### src/rtl/seg_acc_pkg.sv
// seg_acc_pkg: helpers shared by the segmented adder stages.
// Assumes segment widths never exceed 64 bits.
package seg_acc_pkg;

    // Ripple carry out of the low n bits of x+y with carry-in cin.
    function automatic logic carry_of(input logic [63:0] x, input logic [63:0] y,
                                      input logic cin, input int n);
        logic c;
        c = cin;
        for (int i = 0; i < n; i++) begin
            c = (x[i] & y[i]) | ((x[i] ^ y[i]) & c);
        end
        return c;
    endfunction

    // Active stage count for a mode code; codes past the stage count fall back to all stages.
    function automatic int active_from_mode(input int code, input int nstg);
        return (code < nstg) ? (nstg - code) : nstg;
    endfunction

endpackage

### src/rtl/seg_acc_seed_stage.sv
// seg_acc_seed_stage: first pipeline stage. Forms the speculative sum of
// independent segments, each guessing its carry-in from LOOK bits below its
// edge, and records which boundaries could be wrong (window fully propagating).
// Assumes LOOK <= SEG and NSTG >= 2.
module seg_acc_seed_stage #(
    parameter int WIDTH = 32,
    parameter int NSTG  = 4,
    parameter int LOOK  = 4,
    parameter int MW    = 2,
    parameter int AW    = 3
) (
    input  logic              clk,
    input  logic              rst_n,
    input  logic              load,
    input  logic [WIDTH-1:0]  a_i,
    input  logic [WIDTH-1:0]  b_i,
    input  logic [MW-1:0]     mode_i,
    output logic              v_q,
    output logic [WIDTH-1:0]  a_q,
    output logic [WIDTH-1:0]  b_q,
    output logic [WIDTH-1:0]  sum_q,
    output logic [NSTG-1:1]   pend_q,
    output logic              crun_q,
    output logic [AW-1:0]     act_q
);
    import seg_acc_pkg::*;

    localparam int SEG = WIDTH / NSTG;

    logic [WIDTH-1:0] sum_d;
    logic [NSTG-1:1]  pend_d;
    logic [AW-1:0]    act_d;

    assign act_d = AW'(active_from_mode(int'(mode_i), NSTG));

    for (genvar s = 0; s < NSTG; s++) begin : g_seg
        logic spec_c;
        if (s == 0) begin : g_base
            assign spec_c = 1'b0;
        end else begin : g_upper
            logic [SEG-1:0] lo_a, lo_b;
            assign lo_a      = a_i[(s-1)*SEG +: SEG];
            assign lo_b      = b_i[(s-1)*SEG +: SEG];
            // guessed carry: top LOOK bits of the segment below, carry-in forced to 0
            assign spec_c    = carry_of(64'(lo_a >> (SEG-LOOK)), 64'(lo_b >> (SEG-LOOK)), 1'b0, LOOK);
            // a guess can only be wrong when the whole window propagates
            assign pend_d[s] = &(a_i[s*SEG-1 -: LOOK] ^ b_i[s*SEG-1 -: LOOK]);
        end
        assign sum_d[s*SEG +: SEG] = a_i[s*SEG +: SEG] + b_i[s*SEG +: SEG] + SEG'(spec_c);
    end

    // Valid follows the accept strobe every cycle.
    always_ff @(posedge clk) begin
        if (!rst_n) v_q <= 1'b0;
        else        v_q <= load;
    end

    // Payload registers load only on accept and otherwise hold.
    always_ff @(posedge clk) begin
        if (!rst_n) begin
            act_q  <= '0;
            pend_q <= '0;
        end else if (load) begin
            a_q    <= a_i;
            b_q    <= b_i;
            sum_q  <= sum_d;
            pend_q <= pend_d;
            act_q  <= act_d;
        end
    end

    // True carry into segment 0 is always zero.
    assign crun_q = 1'b0;

endmodule

### src/rtl/seg_acc_fix_stage.sv
// seg_acc_fix_stage: repairs boundary BIDX. Extends the true carry through
// segment BIDX-1, raises an error when the guess window propagated a real
// carry, increments segment BIDX modulo 2^SEG, and passes the carry onward.
// Assumes the incoming carry is the true carry into segment BIDX-1.
module seg_acc_fix_stage #(
    parameter int WIDTH = 32,
    parameter int NSTG  = 4,
    parameter int LOOK  = 4,
    parameter int AW    = 3,
    parameter int BIDX  = 1
) (
    input  logic              clk,
    input  logic              rst_n,
    input  logic              load,
    input  logic [WIDTH-1:0]  a_i,
    input  logic [WIDTH-1:0]  b_i,
    input  logic [WIDTH-1:0]  sum_i,
    input  logic [NSTG-1:1]   pend_i,
    input  logic              crun_i,
    input  logic [AW-1:0]     act_i,
    output logic              v_q,
    output logic [WIDTH-1:0]  a_q,
    output logic [WIDTH-1:0]  b_q,
    output logic [WIDTH-1:0]  sum_q,
    output logic [NSTG-1:1]   pend_q,
    output logic              crun_q,
    output logic [AW-1:0]     act_q
);
    import seg_acc_pkg::*;

    localparam int SEG = WIDTH / NSTG;

    logic [SEG-1:0]   lo_a, lo_b;
    logic             win_cin, fix_err, crun_d;
    logic [WIDTH-1:0] sum_d;
    logic [NSTG-1:1]  pend_d;

    assign lo_a = a_i[(BIDX-1)*SEG +: SEG];
    assign lo_b = b_i[(BIDX-1)*SEG +: SEG];

    // True carry into the window, then out of the whole lower segment.
    always_comb begin
        win_cin = carry_of(64'(lo_a), 64'(lo_b), crun_i, SEG-LOOK);
        crun_d  = carry_of(64'(lo_a >> (SEG-LOOK)), 64'(lo_b >> (SEG-LOOK)), win_cin, LOOK);
        fix_err = pend_i[BIDX] & win_cin;
    end

    // Increment the affected segment and retire its pending mark.
    always_comb begin
        sum_d                    = sum_i;
        sum_d[BIDX*SEG +: SEG]   = sum_i[BIDX*SEG +: SEG] + SEG'(fix_err);
        pend_d                   = pend_i;
        pend_d[BIDX]             = 1'b0;
    end

    // Valid follows the forward strobe of the previous stage.
    always_ff @(posedge clk) begin
        if (!rst_n) v_q <= 1'b0;
        else        v_q <= load;
    end

    // Payload registers are clock-enabled; an idle stage keeps its contents.
    always_ff @(posedge clk) begin
        if (!rst_n) begin
            act_q  <= '0;
            pend_q <= '0;
            crun_q <= 1'b0;
        end else if (load) begin
            a_q    <= a_i;
            b_q    <= b_i;
            sum_q  <= sum_d;
            pend_q <= pend_d;
            crun_q <= crun_d;
            act_q  <= act_i;
        end
    end

    // an operation only occupies a stage inside its active count
    a_r7_within_count: assert property (@(posedge clk) disable iff (!rst_n)
        v_q |-> (act_q > AW'(BIDX)));

    // an idle stage holds its operands
    a_r7_idle_holds: assert property (@(posedge clk) disable iff (!rst_n)
        !load |=> $stable(a_q) && $stable(sum_q));

    // no correction when the window cannot have carried
    a_r4_quiet_pass: assert property (@(posedge clk) disable iff (!rst_n)
        (load && !pend_i[BIDX]) |=> (sum_q == $past(sum_i)));

endmodule

### src/rtl/seg_acc_exit_sel.sv
// seg_acc_exit_sel: picks the result of the stage whose operation leaves
// this cycle. Assumes at most one exit bit is set.
module seg_acc_exit_sel #(
    parameter int WIDTH = 32,
    parameter int NSTG  = 4
) (
    input  logic [NSTG-1:0]  exit_vec,
    input  logic [WIDTH-1:0] sum_a  [NSTG],
    input  logic [NSTG-1:1]  pend_a [NSTG],
    output logic             out_valid,
    output logic [WIDTH-1:0] out_sum,
    output logic             out_exact
);
    // Select sum and exactness from the leaving stage.
    always_comb begin
        out_sum   = '0;
        out_exact = 1'b0;
        for (int i = 0; i < NSTG; i++) begin
            if (exit_vec[i]) begin
                out_sum   = sum_a[i];
                out_exact = ~|pend_a[i];
            end
        end
    end

    assign out_valid = |exit_vec;

endmodule

### src/rtl/seg_acc_adder.sv
// seg_acc_adder: top of the accuracy-selectable pipelined adder. Wires a
// seed stage and NSTG-1 repair stages, forwards each operation only as far
// as its mode allows, taps the result from its last stage, and refuses an
// input that would leave in the same cycle as an in-flight operation.
// Assumes WIDTH divisible by NSTG, NSTG >= 2, 1 <= LOOK <= WIDTH/NSTG.
module seg_acc_adder #(
    parameter int WIDTH = 32,
    parameter int NSTG  = 4,
    parameter int LOOK  = 4,
    parameter int MW    = (NSTG > 1) ? $clog2(NSTG) : 1
) (
    input  logic             clk,
    input  logic             rst_n,
    input  logic             in_valid,
    output logic             in_ready,
    input  logic [WIDTH-1:0] in_a,
    input  logic [WIDTH-1:0] in_b,
    input  logic [MW-1:0]    in_mode,
    output logic             out_valid,
    output logic [WIDTH-1:0] out_sum,
    output logic             out_exact
);
    import seg_acc_pkg::*;

    localparam int AW = $clog2(NSTG + 1);

    logic             st_v    [NSTG];
    logic [WIDTH-1:0] st_a    [NSTG];
    logic [WIDTH-1:0] st_b    [NSTG];
    logic [WIDTH-1:0] st_sum  [NSTG];
    logic [NSTG-1:1]  st_pend [NSTG];
    logic             st_crun [NSTG];
    logic [AW-1:0]    st_act  [NSTG];

    logic [NSTG-1:0]  exit_vec, fwd_vec, clash_vec;
    logic [AW-1:0]    act_in;
    logic             accept;

    assign act_in = AW'(active_from_mode(int'(in_mode), NSTG));

    // Per-stage leave, forward and collision decisions.
    for (genvar i = 0; i < NSTG; i++) begin : g_ctl
        assign exit_vec[i]  = st_v[i] && (st_act[i] == AW'(i+1));
        assign fwd_vec[i]   = st_v[i] && (st_act[i] >  AW'(i+1));
        assign clash_vec[i] = fwd_vec[i] && ((st_act[i] - AW'(i+1)) == act_in);
    end

    assign in_ready = ~|clash_vec;
    assign accept   = in_valid && in_ready;

    seg_acc_seed_stage #(
        .WIDTH(WIDTH), .NSTG(NSTG), .LOOK(LOOK), .MW(MW), .AW(AW)
    ) seed_i (
        .clk(clk), .rst_n(rst_n), .load(accept),
        .a_i(in_a), .b_i(in_b), .mode_i(in_mode),
        .v_q(st_v[0]), .a_q(st_a[0]), .b_q(st_b[0]), .sum_q(st_sum[0]),
        .pend_q(st_pend[0]), .crun_q(st_crun[0]), .act_q(st_act[0])
    );

    for (genvar k = 1; k < NSTG; k++) begin : g_fix
        seg_acc_fix_stage #(
            .WIDTH(WIDTH), .NSTG(NSTG), .LOOK(LOOK), .AW(AW), .BIDX(k)
        ) fix_i (
            .clk(clk), .rst_n(rst_n), .load(fwd_vec[k-1]),
            .a_i(st_a[k-1]), .b_i(st_b[k-1]), .sum_i(st_sum[k-1]),
            .pend_i(st_pend[k-1]), .crun_i(st_crun[k-1]), .act_i(st_act[k-1]),
            .v_q(st_v[k]), .a_q(st_a[k]), .b_q(st_b[k]), .sum_q(st_sum[k]),
            .pend_q(st_pend[k]), .crun_q(st_crun[k]), .act_q(st_act[k])
        );
    end

    seg_acc_exit_sel #(.WIDTH(WIDTH), .NSTG(NSTG)) exit_i (
        .exit_vec(exit_vec), .sum_a(st_sum), .pend_a(st_pend),
        .out_valid(out_valid), .out_sum(out_sum), .out_exact(out_exact)
    );

    // a single leaving operation per cycle
    a_r10_one_exit: assert property (@(posedge clk) disable iff (!rst_n)
        $onehot0(exit_vec));

    // a refused request never reaches the first stage
    a_r9_refuse: assert property (@(posedge clk) disable iff (!rst_n)
        (in_valid && !in_ready) |=> !st_v[0]);

    // a one-stage operation leaves right after acceptance
    a_r2_short_path: assert property (@(posedge clk) disable iff (!rst_n)
        (accept && act_in == AW'(1)) |=> out_valid);

    // results from the final stage are always marked exact
    a_r5_full_exact: assert property (@(posedge clk) disable iff (!rst_n)
        exit_vec[NSTG-1] |-> out_exact);

endmodule

### config.mk
export PLATFORM = sky130hd
export DESIGN_NAME = seg_acc_adder
export DESIGN_NICKNAME = d
export VERILOG_FILES = /design/src/rtl/seg_acc_pkg.sv /design/src/rtl/seg_acc_seed_stage.sv /design/src/rtl/seg_acc_fix_stage.sv /design/src/rtl/seg_acc_exit_sel.sv /design/src/rtl/seg_acc_adder.sv
export SDC_FILE = /design/constraint.sdc
export NUM_CORES = 1
export LEC_CHECK = 0
export CAP_MARGIN = 20
export CORE_UTILIZATION = 48
export CTS_BUF_LIST = sky130_fd_sc_hd__clkbuf_2 sky130_fd_sc_hd__clkbuf_4 sky130_fd_sc_hd__clkbuf_8
export DETAILED_ROUTE_END_ITERATION = 12
export DONT_BUFFER_PORTS = 1
export PLACE_DENSITY_LB_ADDON = 0.08
export SYNTH_ARGS = -nofsm -noshare
export SYNTH_HDL_FRONTEND = slang
export SYNTH_SLANG_ARGS = --single-unit
### constraint.sdc
create_clock -name clk -period 5.7 [get_ports clk]
set_input_delay 0.57 -clock clk [delete_from_list [all_inputs] [get_ports clk]]
set_output_delay 0.57 -clock clk [all_outputs]
set_load 0.05 [all_outputs]
# Yosys cells after proc, flatten, opt, wreduce, memory -nomap -nowiden

Index checks and enable logic that the tools add are counted.

Logic and storage cells: 208
Bits in registers: 272
Latch bits: 0
Output and inout port bits: 35
Memories kept: 0
Bits in writable memories: 0
Input port bits: 69
Memory bits (read-only): 0

Magnitude comparators: 4
Bitwise operators: 122
$add $sub $neg: 15
Equal/unequal tests: 8
Reduce and logical (&&, ||, !) cells: 28
Divide/modulo/power cells: 0
Multiplexer cells: 8
Multiply operators: 0
Shift-type cells: 0

Operators with widths:

| operator            | count |
|---|---|
| $mux 32             | 4 |
| $and 1x1->1         | 63 |
| $add 8x1->8         | 6 |
| $add 8x8->8         | 4 |
| $or 1x1->1          | 28 |
| $xor 1x1->1         | 28 |
| $logic_and 1x1->1   | 13 |
| $eq 3x3->1          | 4 |
| $reduce_and 4->1    | 3 |
| $xor 4x4->4         | 3 |
| $reduce_and 2->1    | 4 |
| $reduce_or 4->1     | 2 |
| $eq 3x2->1 const B  | 2 |
| $gt 3x2->1 const B  | 2 |
| $sub 3x2->3 const B | 2 |
| $logic_not 1->1     | 4 |
| $mux 1              | 4 |
| $eq 3x1->1 const B  | 1 |
| $eq 3x3->1 const B  | 1 |
| $gt 3x1->1 const B  | 1 |
| $gt 3x3->1 const B  | 1 |
| $reduce_or 3->1     | 1 |
| $sub 3x1->3 const B | 1 |
| $sub 3x2->3 const A | 1 |
| other kinds (2)     | 2 |

# Depth between registers and ports, before layout

Gate-level depths: netlist (run 1).

Word-level depth: 17
Depth in mapped cells: 11
Gate-level depth less buffers: 11

# Modules after synthesis

A second synthesis (run 1) with hierarchy kept.

Cells, all modules: 953
Area, all modules: 16198.0 um^2

Modules (own cells, without submodules):

| module             | sequential area each (um^2) | cells an instance | area an instance (um^2) | instances |
|---|---|---|---|---|
| seg_acc_fix_stage  | 3022.9                      | 153               | 3445.8                  | 3 |
| seg_acc_seed_stage | 3022.9                      | 284               | 4426.7                  | 1 |
| seg_acc_exit_sel   | 0.0                         | 164               | 1093.5                  | 1 |
| seg_acc_adder      | 0.0                         | 46                | 340.3                   | 1 |

# Least setup slack after synthesis (run 1)

No wires, ideal clock.

Kind: input to register
Start: input port in_mode[0]
End: register seed_i.a_q[0], enable pin
Cell stages on the path: 9
Arrival time: 3.859 ns
Setup slack: 1.404 ns
Data required time: 5.262 ns
Path buffers: 2
Path through: buf_2 -> inv_1 -> ha_1 -> buf_2 -> xnor2_1 -> a31oi_1 -> nor3_1 -> nor4b_4 -> and2_1

Word-level cells in the longest chain between the ends: 7

Ends and longest elaborated chain:

| item                         | line                     | RTL |
|---|---|---|
| start, declared              | seg_acc_adder.sv:18      | `input logic [MW-1:0] in_mode,` |
| $sub 3x2->3 *                | seg_acc_pkg.sv:18        | `return (code < nstg) ? (nstg - code) : nstg;` |
| net act_in[1]                | seg_acc_adder.sv:36      | `logic [AW-1:0] act_in;` |
| $eq 3x3->1                   | seg_acc_adder.sv:45      | `assign clash_vec[i] = fwd_vec[i] && ((st_act[i] - AW'(i+1)) == act_in);` |
| $logic_and 1x1->1            | seg_acc_adder.sv:45      |  |
| $reduce_or 4->1 *            | seg_acc_adder.sv:48      | `assign in_ready = ~\|clash_vec;` |
| $logic_not 1->1 *            | seg_acc_adder.sv:48      |  |
| $logic_and 1x1->1 *          | seg_acc_adder.sv:49      | `assign accept = in_valid && in_ready;` |
| $reduce_and 2->1 (no line) * | n/a                      |  |
| end signal, assigned         | seg_acc_seed_stage.sv:64 | `a_q <= a_i;` |
| end, declared                | seg_acc_seed_stage.sv:19 | `output logic [WIDTH-1:0] a_q,` |

Mark *: on every way through the listed nets, which the timed path passes. The rest lies on a longest branch.
A chain may end at the register's enable or synchronous reset.

# Worst setup path after layout (run 1)

Start: register seed_i.act_q[0]
End: output port out_sum[21]

Word-level cells in the longest chain between the ends: 6

Ends and longest elaborated chain:

| item                   | line                     | RTL |
|---|---|---|
| start, declared        | seg_acc_seed_stage.sv:24 | `output logic [AW-1:0] act_q` |
| start signal, assigned | seg_acc_seed_stage.sv:68 | `act_q <= act_d;` |
| $eq 3x1->1             | seg_acc_adder.sv:43      | `assign exit_vec[i] = st_v[i] && (st_act[i] == AW'(i+1));` |
| $logic_and 1x1->1      | seg_acc_adder.sv:43      |  |
| $mux 32 (4 in a row)   | seg_acc_exit_sel.sv:19   | `if (exit_vec[i]) begin` |
| end, declared          | seg_acc_adder.sv:20      | `output logic [WIDTH-1:0] out_sum,` |

Every way passes these cells.

==> results.md, run 1 <==
* Status: finished, final reports clean
* CP Class: reg2out
* Post-route DRC at 0
* Register area share after synthesis at between 60% and 70%
* Fin Hold WS at 0.143 ns
* Crit start category: flop
* Maximum VDD drop at around 0.00019 V
* Worst slack, placed at approximately 2.2 ns
* Cells on Worst Hold Path at 0
* Relative slew slack at between 20% and 30%
* Fin crit period at 3.98 ns
* Detailed Route WL at 20.3 mm
* EDFF count, synth at 200
* Pint at 0.00272 W
* Via count at 5,956
* Clk root buf: clkbuf_8
* Async set-reset flop share out of synthesis at 0%
* Class of the worst hold path: in2reg
* Worst-skew pair later-pin latency at 0.52 ns
* H-tree Lvls at 2
* Clk slew on worst S/H paths at 0.06 ns
* First-pass iteration count of the detailed router at 5
* Final hold violations at 0
* Worst Path Max Fanout at 22
* Largest net degree at the start of global routing at 73
* Max frequency at between 200 and 300 MHz
* Post_cts resized at 0
* Worst slew pin tran at 1.10 ns
* Initial antenna violation count at 1
* DPL Wire Length at 13.3 mm
* Synth warn at 0
* Cells after synthesis at just under 800
* I/O pin count at about 100
* Starting Density at about half
* Switching Power at between 0.0007 and 0.0008 W
* RSZ-0062 raised after global routing: false
* Layout Skew at 0.0224 ns
* Share of post-route cells with drive strength above 1 at around a tenth
* Synth Cell Area at between 10,000 and 15,000 µm²
* GRT Total Usage at between 10% and 20%
* Critical Path AT at about 3.4 ns
* Leak at a little over 4 nW
* # clock sinks at 224
* Global-route wire length before repair at roughly 33 mm
* Worst Setup End Kind: output port
* Finished layout cell area at between 10,000 and 15,000 µm²
* Setup Buffers After CTS at 0
* Port bufs at 0
* Hold EP: seed_i.b_q[10]
* Number of synthesized register bits at around 220
* Vias per cell at 5.40
* Combinational power share at 6.4%
* First DRT Iteration DRCs at 318
* Util after Layout at between 50 and 60%
* Flop pwr share at a little over half
* PwrDens at 311 nW/µm²
* Fill count at ~1,700
* Reg2Reg Capture Point: seed_i.a_q[19]
* Final slew viol count at 0
* Setup WS post-layout at about 1.7 ns
* R2R Path Start: seed_i.act_q[0]
* Die Span X at approximately 150 µm
* Num CTS Buffers at 38
* Sw Share at between 20% and 30%
* Number of global-route vias before repair at ~6,300
* # setup viols final at 0
* Vert. Die Dim at 147 µm
* Critical Path RT at a little over 5 ns
* Top FF cell, synth: edfxtp_1
* Clk buf depth at 3
* Setup slack, reg-to-reg at 2.38 ns
* Cell Rows at 52
* Clock share of power at between 40% and 50%
* Max cap viols at 0
* CTS tree: done
* Grt ovf at 0
* Area delta synth->final at 10.7%
* GP Congestion at approximately 0.8
* Placed instance area at between 10,000 and 15,000 µm²
* Antenna Violating Nets Remaining at 0
* # hold bufs at CTS at 0
* Core ar. at 20,500 µm²
* Hold path start: in_b[10]
* Fin crit share at around 70%
* Layout Nets at approximately 940
* Yosys cell types at ~50
* Syn Nets at about 920
* WL per Instance at between 15 and 20 µm
* Syn avg cell area at approximately 13 µm²
* Fin Setup TNS at 0 ns
* Worst R2R Path Depth at 4
* Die Footprint at 21,700 µm²
[worst max-delay path by stage]
stage / to / slack [ns] / startpoint / cells after the start
5_1_grt: out_sum[16] / 1.55 / seed_i.act_q[0] / 7
2_1_floorplan: seed_i.a_q[0] / 1.40 / in_mode[0] / 9
3_3_place_gp: seed_i.a_q[16] / 2.31 / in_mode[0] / 7
6_report: out_sum[21] / 1.72 / seed_i.act_q[0] / 6
4_1_cts: out_sum[21] / 1.70 / seed_i.act_q[0] / 6
3_5_place_dp: seed_i.b_q[12] / 2.20 / in_mode[0] / 7
[layer usage]
layer	share of wire [%]	track usage (%)
met4	1.8	6.49
met3	5.3	4.91
met1	44	24.8
met5	0	0
met2	49	33.0
[placed cells by master (no fill, tap or decap), types with 14 or more instances in the layout]
cell type    n
o21ai_0     38
nor2_1      27
edfxtp_1   200
a21o_1      22
ha_1        59
o21ai_1     33
xnor2_1     34
nand2_1    100
a21oi_1     18
clkbuf_8    41
xor2_1      18
dfxtp_1     24
nand3_1     75
inv_1       14
[sequential cells by signal (all words and copies together) (netlist names), 9 cells and up]
signal	count
g_fix.fix_i.a_q	16
g_fix.fix_i.act_q	9
g_fix.fix_i.b_q	16
g_fix.fix_i.sum_q	96
seed_i.a_q	20
seed_i.b_q	20
seed_i.sum_q	32
[critical path, stage by stage, from the launching register on]
cell	delay, ns
dfxtp_1	0.48
ha_1	0.23
and3b_1	0.55
buf_4	0.42
nand3_1	0.13
a31o_2	0.28
o21ai_1	0.82
[power by group through the flow]
stage	clock [W]	sequential, W	combinational [W]
after floorplan	0	0.00190	0.000179
after global placement	0	0.00190	0.000222
after detailed placement	0	0.00191	0.000227
after CTS	0.00145	0.00187	0.000229
after global routing	0.00152	0.00188	0.000253
final	0.00140	0.00187	0.000226
[final cells by class]
cell class	instances	area, µm²	share of cell area [%]
antenna	1	2.50	0.0223
clock buffer	53	654	5.82
clock inverter	15	88.8	0.790
inverter	15	56.3	0.501
multi-input combinational	516	3530	31.4
sequential	224	6490	57.7
tap	270	338	3.01
timing repair buffer	9	80.1	0.712
[cells in the mapped netlist (all sizes together), types with 2 or more instances]
cell      n  area share (%)
edfxtp  200              59
nand2   101             3.7
nand3    76             3.8
o21ai    71             3.5
ha       59             7.3
xnor2    34             2.9
nor2     30             1.1
clkbuf   29             1.1
dfxtp    24             4.7
a21o     22             1.6
a21oi    18            0.89
xor2     18             1.6
inv      14            0.52
nor3      9            0.44
mux2i     8            0.79
and3      7            0.43
fa        7             1.4
nor2b     6            0.37
o41ai     5            0.43
and2      4            0.25
buf       4            0.20
a31oi     3            0.18
a32oi     3            0.26
nand2b    3            0.18
o21bai    3            0.22
or2       3            0.18
a22oi     2            0.15
a31o      2            0.17
nor4bb    2            0.20
o21a      2            0.15
o31ai     2            0.15
or3       2            0.12
[logic make-up (layout without fill, tap and decap cells)]
| group | after synthesis | after routing | synth area share, % |
|---|---|---|---|
| DFF | 224 | 224 | 63.9 |
| muxes | 8 | 8 | 0.789 |
| and+or+nand+nor | 251 | 251 | 11.8 |
| AOI/OAI and AO/OA | 138 | 138 | 8.37 |
| buffers and inverters | 48 | 92 | 1.82 |
| xor gates and xnor gates | 53 | 53 | 4.71 |
| other | 0 | 1 | 0 |
| adders and majority gates | 66 | 66 | 8.65 |
[metrics by stage]
| stage | cells | total power [W] |
|---|---|---|
| 6_report | 1103 | 0.00350 |
| 4_1_cts | 1102 | 0.00355 |
| 3_5_place_dp | 1034 | 0.00213 |
| 2_1_floorplan | 788 | 0.00208 |
| 5_1_grt | 1102 | 0.00365 |
| 3_3_place_gp | 1033 | 0.00213 |
Power figures use the tool's default switching activity.
==> run 2, diff against run 1 <==
==> constraint.sdc (replaced) <==
create_clock -name clk -period 3.2 [get_ports clk]
set_input_delay 0.32 -clock clk [delete_from_list [all_inputs] [get_ports clk]]
set_output_delay 0.32 -clock clk [all_outputs]
set_load 0.05 [all_outputs]
==> run 2 against run 1 <==
  * Global-route usage up 0.13 points
  * Setup slack lost 1.5 ns
  * Die area is the same
  * First-iteration DRC count grew 1.3%
  * Sequential power is 78% higher
  * Total power increased by 77%
  * Critical path depth is the same
  * Clock power is 71% higher
==> results.md, run 2 (synthesized netlist as in run 1, its figures left out) <==
* Pwr Total at 0.00620 W (was 0.00350 W)
* Fin crit period at 2.97 ns
* GRT Total Usage at 19.7% (was 19.6%)
* Met3 wire length at 1.19 mm (was 1.08 mm)
* Clk root buf: clkbuf_8 (unchanged)
* Routed met2 length at 10.4 mm (was 9.87 mm)
* WL met1 at 8.71 mm (was 8.93 mm)
* Grt ovf at 0 (unchanged)
* Top reg by flops: g_fix.fix_i.sum_q (unchanged)
* Switching Power at 0.00142 W (was 0.000774 W)
* # clock sinks at 224 (unchanged)
* Critical path buffers and inverters at 1 (unchanged)
* RSZ-0062 raised after global routing: false (unchanged)
* Most frequent CP cell: ha_1
* Final slew viol count at 0 (unchanged)
* Clk buf depth at 3 (unchanged)
* Via count at 6,348 (was 5,956)
* Fin Hold WS at 0.0389 ns (was 0.143 ns)
* Worst R2R Path Depth at 11 (was 4)
* GP Congestion at 0.763 (was 0.804)
* Maximum VDD drop at 0.000343 V (was 0.000189 V)
* Global-route wire length before repair at 33.5 mm (was 32.9 mm)
* Most common cell after layout, fill and taps aside: edfxtp_1 (unchanged)
* Max reg flops at 96 (unchanged)
* Relative slew slack at 59.2% (was 26.0%)
* Top flop regs: g_fix.fix_i.sum_q (96), seed_i.sum_q (32) (unchanged)
* Clock share of power at 38.7% (was 40.0%)
* Status: finished, final reports clean (unchanged)
* DPL Wire Length at 13.8 mm (was 13.3 mm)
* CTS tree: done (unchanged)
* Fin Setup TNS at 0 ns (unchanged)
* Layout Skew at 0.0178 ns (was 0.0224 ns)
* Cells on Worst Hold Path at 1 (was 0)
* Max frequency at roughly 340 MHz
* First-pass iteration count of the detailed router at 5 (unchanged)
* Die Footprint at 21,700 µm² (unchanged)
* Flop pwr share at 53.8% (was 53.5%)
* I/O pin count at 104 (unchanged)
* Sw Share at 22.8% (was 22.1%)
* Top layer in use: met4 (unchanged)
* Starting Density at 49.5% (unchanged)
* Num CTS Buffers at 39 (was 38)
* Vert. Die Dim at 147 µm (unchanged)
* Layout Nets at 1,027 (was 939)
* PwrDens at 516 nW/µm² (was 311 nW/µm²)
* Post-route DRC at 0 (unchanged)
* Setup slack, reg-to-reg at 0.43 ns (was 2.38 ns)
* Fill count at 1,755 (was 1,731)
* Worst Setup End Kind: output port (unchanged)
* Clk slew on worst S/H paths at 0.06 ns (about the same)
* Crit start category: flop (unchanged)
* Vias per cell at 5.33 (was 5.40)
* Pint at 0.00478 W (was 0.00272 W)
* Largest net degree at the start of global routing at 57 (was 73)
* Die Span X at 147 µm (unchanged)
* Slowest-stage cell, CP: or3b_2 (was o21ai_1)
* # setup viols final at 0 (unchanged)
* Core ar. at 20,500 µm² (unchanged)
* Critical path depth at 6 (unchanged)
* Leak at 4.53 nW (was 4.12 nW)
* Most frequent cells in the layout: 200 x edfxtp_1, 100 x nand2_1, 75 x nand3_1 (unchanged)
* WL per Instance at 17.4 µm (was 18.4 µm)
* Critical Path RT at 2.88 ns (was 5.13 ns)
* Cell chain of the critical path: ha_1, ha_1, or3b_2, nor4_4, nor3_2, buf_4 (was ha_1, and3b_1, buf_4, nand3_1, a31o_2, o21ai_1)
* Util after Layout at 58.6% (was 54.8%)
* Worst Path Max Fanout at 6 (was 22)
* Worst slew pin tran at 0.612 ns (was 1.10 ns)
* CP Class: reg2out (unchanged)
* H-tree Lvls at 2 (unchanged)
* Class of the worst hold path: in2reg (unchanged)
* CP peak stage delay at 0.60 ns (was 0.82 ns)
* Cell Rows at 52 (unchanged)
* Critical Path AT at 2.65 ns (was 3.41 ns)
* First DRT Iteration DRCs at 322 (was 318)
* Antenna Violating Nets Remaining at 0 (unchanged)
* Share of post-route cells with drive strength above 1 at 14.0% (was 10.5%)
* Final hold violations at 0 (unchanged)
* Initial antenna violation count at 0 (was 1)
* Port bufs at 0 (unchanged)
* Worst-skew pair later-pin latency at 0.53 ns (was 0.52 ns)
* Area delta synth->final at 18.3% (was 10.7%)
* Max cap viols at 0 (unchanged)
* Detailed Route WL at 20.6 mm (was 20.3 mm)
* Combinational power share at 7.6% (was 6.4%)
* Number of global-route vias before repair at 6,599 (was 6,287)
* Inserted Diodes at 0 (was 1)
* Fin crit share at between 90 and 100%
* CP delay by family, top: simple AND/OR/NAND/NOR gates (was compound AO/OA/AOI/OAI gates)
run 2: changes by cell type in the layout (fill, tap and decap cells not counted), sizes merged, moves of 3 or more:
cell	delta
buf	+45
dlygate4sd3	+42
clkbuf	-3
clkinv	+3
run 2: final cells by class:
type	count	area, µm²	area share [%]
sequential	224	6490	54.0
multi-input combinational	516	3540	29.5
timing repair buffer	96	876	7.30
clock buffer	50	626	5.21
tap	270	338	2.81
clock inverter	19	85.1	0.709
inverter	15	56.3	0.469
run 2: path summary, 6_finish.rpt:
check / start / endpoint
worst max-delay path: g_fix[2].fix_i.act_q[0] / in_ready
worst min-delay path: in_a[0] / seed_i.sum_q[0]
worst max register to register: g_fix[2].fix_i.b_q[16] / g_fix[3].fix_i.sum_q[30]
worst min register to register: seed_i.b_q[17] / g_fix[1].fix_i.b_q[17]
run 2: what timing repair did:
action / 4_1_cts / 5_1_grt
hold buffers: 42 / 0
gates resized for setup: 0 / 1
endpoints found under the hold margin: 50 / 0
buffers inserted: 0 / 0
endpoints found under the setup margin: 0 / 15
run 2: stage by stage:
stage,std cells,worst slack (ns),instance area [µm²]
global placement,1079,0.173,10900
global route,1190,0.0824,12000
floorplan,788,0.0636,10200
detailed placement,1079,0.135,10900
finish,1190,0.234,12000
CTS,1190,0.108,12000
run 2: routing by layer:
layer	GRT usage (%)	vias up
li1	-	3120
met1	24.9	3023
met2	34.2	164
met3	4.07	41
met4	6.13	0
met5	0	-
run 2: power groups by stage:
stage	clock, W	combinational [W]	sequential, W
floorplan	0	0.000320	0.00338
detailed placement	0	0.000426	0.00339
finish	0.00240	0.000470	0.00333
global placement	0	0.000414	0.00339
global route	0.00260	0.000519	0.00334
CTS	0.00247	0.000473	0.00333
run 2: worst register-to-register path: stages (launching register included):
cell,delay [ns]
edfxtp_1,0.37
ha_1,0.30
a21o_1,0.18
a21o_1,0.17
a21o_1,0.17
a21oi_1,0.30
nor2b_1,0.13
ha_1,0.26
ha_1,0.23
and3_1,0.21
nand3_1,0.10
xnor2_1,0.07
==> run 3, diff against run 2 <==
--- a/config.mk
+++ b/config.mk
@@ -5,6 +5,7 @@
 export SDC_FILE = /design/constraint.sdc
 export NUM_CORES = 1
 export LEC_CHECK = 0
+export ABC_AREA = 1
 export CAP_MARGIN = 20
 export CORE_UTILIZATION = 48
 export CTS_BUF_LIST = sky130_fd_sc_hd__clkbuf_2 sky130_fd_sc_hd__clkbuf_4 sky130_fd_sc_hd__clkbuf_8
==> run 3 against run 2 <==
  * Total power is 1.1% higher
  * Area after synthesis is 0.91% lower
  * Register-to-register slack better by 0.23 ns
  * Combinational power is 3% higher
  * Cell count is 1.6% lower
  * Fmax is 0.24% lower
  * Clock power hardly changed
  * Via count is 4.5% lower
  * Cell area is 0.12% higher
  * Largest cell class unchanged
  * Non-clock buffer count is 7 lower
  * Clock-buffer cell count is 4 higher
  * Critical path depth is 5 higher
==> results.md, run 3 <==
* Die Footprint at 21,500 µm² (was 21,700 µm²)
* Dominant cell type by area after synthesis: edfxtp_1 (unchanged)
* # hold bufs at CTS at 43 (was 42)
* Synth Area in XOR/XNOR at 4.27% (was 4.71%)
* Pwr Total at 0.00627 W (was 0.00620 W)
* Antenna Violating Nets Remaining at 0 (unchanged)
* Fill count at 1,656 (was 1,755)
* Synth cell count leaders: 200 x edfxtp_1, 68 x nand2_1, 65 x a21oi_1, 59 x ha_1, 53 x inv_1 (was 200 x edfxtp_1, 101 x nand2_1, 75 x nand3_1, 70 x o21ai_0, 59 x ha_1)
* Setup slack, reg-to-reg at 0.66 ns (was 0.43 ns)
* GP Congestion at 0.826 (was 0.763)
* Max frequency at 336 MHz (was 337 MHz)
* Detailed Route WL at 19.8 mm (was 20.6 mm)
* Clk root buf: clkbuf_8 (unchanged)
* Final slew viol count at 0 (unchanged)
* Post-synthesis compound-gate area fraction at 12.3% (was 8.37%)
* Multiplexer area fraction after synthesis at 0% (was 0.789%)
* Largest family of logic cells by synthesized area: compound AO/OA/AOI/OAI gates (was simple AND/OR/NAND/NOR gates)
* Cell chain of the critical path: inv_1, ha_1, nand2_2, nor2_1, inv_1, nor2_4, buf_12, a22oi_1, o21ai_0, o21a_1, buf_12 (was ha_1, ha_1, or3b_2, nor4_4, nor3_2, buf_4)
* Share of post-route cells with drive strength above 1 at 14.9% (was 14.0%)
* Critical Path Start: seed_i.act_q[1] (was g_fix[2].fix_i.act_q[0])
* Yosys top cell area share at 59.7% (was 59.2%)
* Most common cell after layout, fill and taps aside: edfxtp_1 (unchanged)
* Synth warn at 0 (unchanged)
* Status: finished, final reports clean (unchanged)
* Core ar. at 20,400 µm² (was 20,500 µm²)
* Top flop regs: g_fix.fix_i.sum_q (96), seed_i.sum_q (32) (unchanged)
* CTS tree: done (unchanged)
* GRT Total Usage at 19.1% (was 19.7%)
* Slowest-stage cell, CP: nor2_4 (was or3b_2)
* Crit path to: out_sum[0] (was in_ready)
* Layout Skew at 0.0139 ns (was 0.0178 ns)
* Leak at 4.47 nW (was 4.53 nW)
* Syn avg cell area at 13.1 µm² (was 12.9 µm²)
* Area delta synth->final at 19.5% (was 18.3%)
* RSZ-0062 raised after global routing: false (unchanged)
* Initial antenna violation count at 0 (unchanged)
* Setup Buffers After CTS at 0 (unchanged)
* Top reg by flops: g_fix.fix_i.sum_q (unchanged)
* PwrDens at 521 nW/µm² (was 516 nW/µm²)
* Relative slew slack at 51.6% (was 59.2%)
* DPL Wire Length at 13.3 mm (was 13.8 mm)
* Syn Nets at 904 (was 923)
* Number of synthesized register bits at 224 (unchanged)
* Max reg flops at 96 (unchanged)
* Fin Setup TNS at 0 ns (unchanged)
* Synth area leaders: edfxtp_1 60%, ha_1 7.3%, dfxtp_1 4.8%, a21oi_1 3.2%, xor2_1 2.6% (was edfxtp_1 59%, ha_1 7.3%, dfxtp_1 4.7%, nand2_1 3.7%, nand3_1 3.7%)
* Synth Cell Area at 10,100 µm² (was 10,200 µm²)
* H-tree Lvls at 2 (unchanged)
* CP peak stage delay at 0.34 ns (was 0.60 ns)
* Starting Density at 49.4% (was 49.5%)
* Critical Path RT at 2.88 ns (about the same)
* Critical Path AT at 2.65 ns (about the same)
* Post_cts resized at 0 (unchanged)
* Reg2Reg Capture Point: g_fix[2].fix_i.sum_q[23] (was g_fix[3].fix_i.sum_q[30])
* Maximum VDD drop at 0.000349 V (was 0.000343 V)
* First-pass iteration count of the detailed router at 4 (was 5)
* Simple-Gate Fraction of Synth Area at 6.69% (was 11.8%)
* Setup WS post-layout at 0.227 ns (was 0.234 ns)
* Global-route wire length before repair at 32.2 mm (was 33.5 mm)
* Num CTS Buffers at 38 (was 39)
* # clock sinks at 224 (unchanged)
* I/O pin count at 104 (unchanged)
* Worst slew pin tran at 0.725 ns (was 0.612 ns)
* Worst slack, placed at 0.353 ns (was 0.135 ns)
* Worst R2R Path Depth at 14 (was 11)
* Fin crit period at 2.97 ns (about the same)
* Register area share after synthesis at 64.5% (was 63.9%)
* EDFF count, synth at 200 (unchanged)
* Clk buf depth at 3 (unchanged)
* Vias per cell at 5.18 (was 5.33)
* Inserted Diodes at 0 (unchanged)
* Cell Rows at 52 (unchanged)
* Adder-cell share of the synthesized area at 8.73% (was 8.65%)
* Worst Setup End Kind: output port (unchanged)
* Number of global-route vias before repair at 6,377 (was 6,599)
* # setup viols final at 0 (unchanged)
* Die Span X at 147 µm (about the same)
* Fin crit share at 92.9% (was 92.7%)
* First DRT Iteration DRCs at 254 (was 322)
* Count leader, synth: edfxtp_1 (unchanged)
* Largest net degree at the start of global routing at 73 (was 57)
* Layout Nets at 1,011 (was 1,027)
* Vert. Die Dim at 147 µm (about the same)
* Async set-reset flop share out of synthesis at 0% (unchanged)
* Yosys cell types at 44 (was 49)
* Cells after synthesis at 769 (was 788)
* R2R Path Start: g_fix[1].fix_i.b_q[8] (was g_fix[2].fix_i.b_q[16])
* Class of the worst hold path: in2reg (unchanged)
* Worst Path Max Fanout at 22 (was 6)
* Post-route DRC at 0 (unchanged)
* Top FF cell, synth: edfxtp_1 (unchanged)
* Port bufs at 0 (unchanged)
* Most frequent cells in the layout: 200 x edfxtp_1, 68 x nand2_1, 65 x a21oi_1 (was 200 x edfxtp_1, 100 x nand2_1, 75 x nand3_1)
* WL per Instance at 16.9 µm (was 17.4 µm)
* Clk slew on worst S/H paths at 0.06 ns (about the same)
* CP Class: reg2out (unchanged)
* Max cap viols at 0 (unchanged)
* Worst-skew pair later-pin latency at 0.52 ns (was 0.53 ns)
* Via count at 6,060 (was 6,348)
* Grt ovf at 0 (unchanged)
* Crit start category: flop (unchanged)
* Final hold violations at 0 (unchanged)
[run 3: how the worst min path moves through the flow]
| stage | to | depth (start not counted) | startpoint | slack [ns] |
|---|---|---|---|---|
| after CTS | seed_i.sum_q[16] | 1 | in_b[16] | 0.01 |
| after global placement | g_fix[1].fix_i.a_q[8] | 0 | seed_i.a_q[8] | 0.40 |
| after floorplan | g_fix[1].fix_i.a_q[10] | 0 | seed_i.a_q[10] | 0.40 |
| after detailed placement | g_fix[1].fix_i.b_q[12] | 0 | seed_i.b_q[12] | 0.40 |
| final | seed_i.v_q | 2 | rst_n | 0.03 |
| after global routing | seed_i.sum_q[16] | 1 | in_b[16] | 0.01 |
[run 3: cell families (layout without fill, tap and decap cells)]
| logic type | count (synthesis) | count (layout) |
|---|---|---|
| DFF | 224 | 224 |
| adders and majority gates | 66 | 66 |
| buffers and inverters | 83 | 215 |
| and+or+nand+nor | 146 | 146 |
| xor gates and xnor gates | 49 | 49 |
| AOI/OAI and AO/OA | 201 | 201 |
[run 3: through the flow]
| step | utilization, % | std cells | instance area, µm² | hold slack [ns] |
|---|---|---|---|---|
| after floorplan | - | 769 | 10100 | 0.400 |
| after global placement | 53.4 | 1063 | 10900 | 0.401 |
| after detailed placement | 53.4 | 1063 | 10900 | 0.405 |
| after CTS | 59.0 | 1171 | 12000 | 0.0124 |
| after global routing | 59.0 | 1171 | 12000 | 0.0143 |
| final | 59.0 | 1171 | 12000 | 0.0319 |
[run 3: metal layers]
| layer | vias to the layer above | wire length [µm] | share of wire (%) | track usage (%) |
|---|---|---|---|---|
| met2 | 125 | 9720 | 49 | 32.7 |
| met3 | 33 | 999 | 5.0 | 4.35 |
| met1 | 2878 | 8600 | 43 | 23.8 |
| met4 | 0 | 484 | 2.4 | 6.77 |
| met5 | - | 0 | 0 | 0 |
| li1 | 3024 | - | - | - |
[run 3: power by group]
part / total (W) / internal (W) / switching (W)
sequential: 0.00335 / 0.00330 / 0.0000501
combinational: 0.000483 / 0.000206 / 0.000277
clock: 0.00243 / 0.00135 / 0.00109
total: 0.00627 / 0.00485 / 0.00141
[run 3: area by class of cell]
class	count	area, µm²	area share, %
Tap cell	270	338	2.81
Inverter	61	235	1.96
Timing Repair Buffer	89	988	8.22
Clock buffer	54	674	5.61
Multi-Input combinational cell	462	3250	27.0
Sequential cell	224	6490	54.0
Clock inverter	11	47.5	0.396
[run 3: worst max-delay path: cells and delay by family, from the launching register on]
family / cells / cell delay (ns)
flip-flops: 1 / 0.31
buffers and inverters: 4 / 0.61
adder cells (fa/ha/maj): 1 / 0.19
AO/OA/AOI/OAI: 3 / 0.47
AND/OR/NAND/NOR: 3 / 0.52
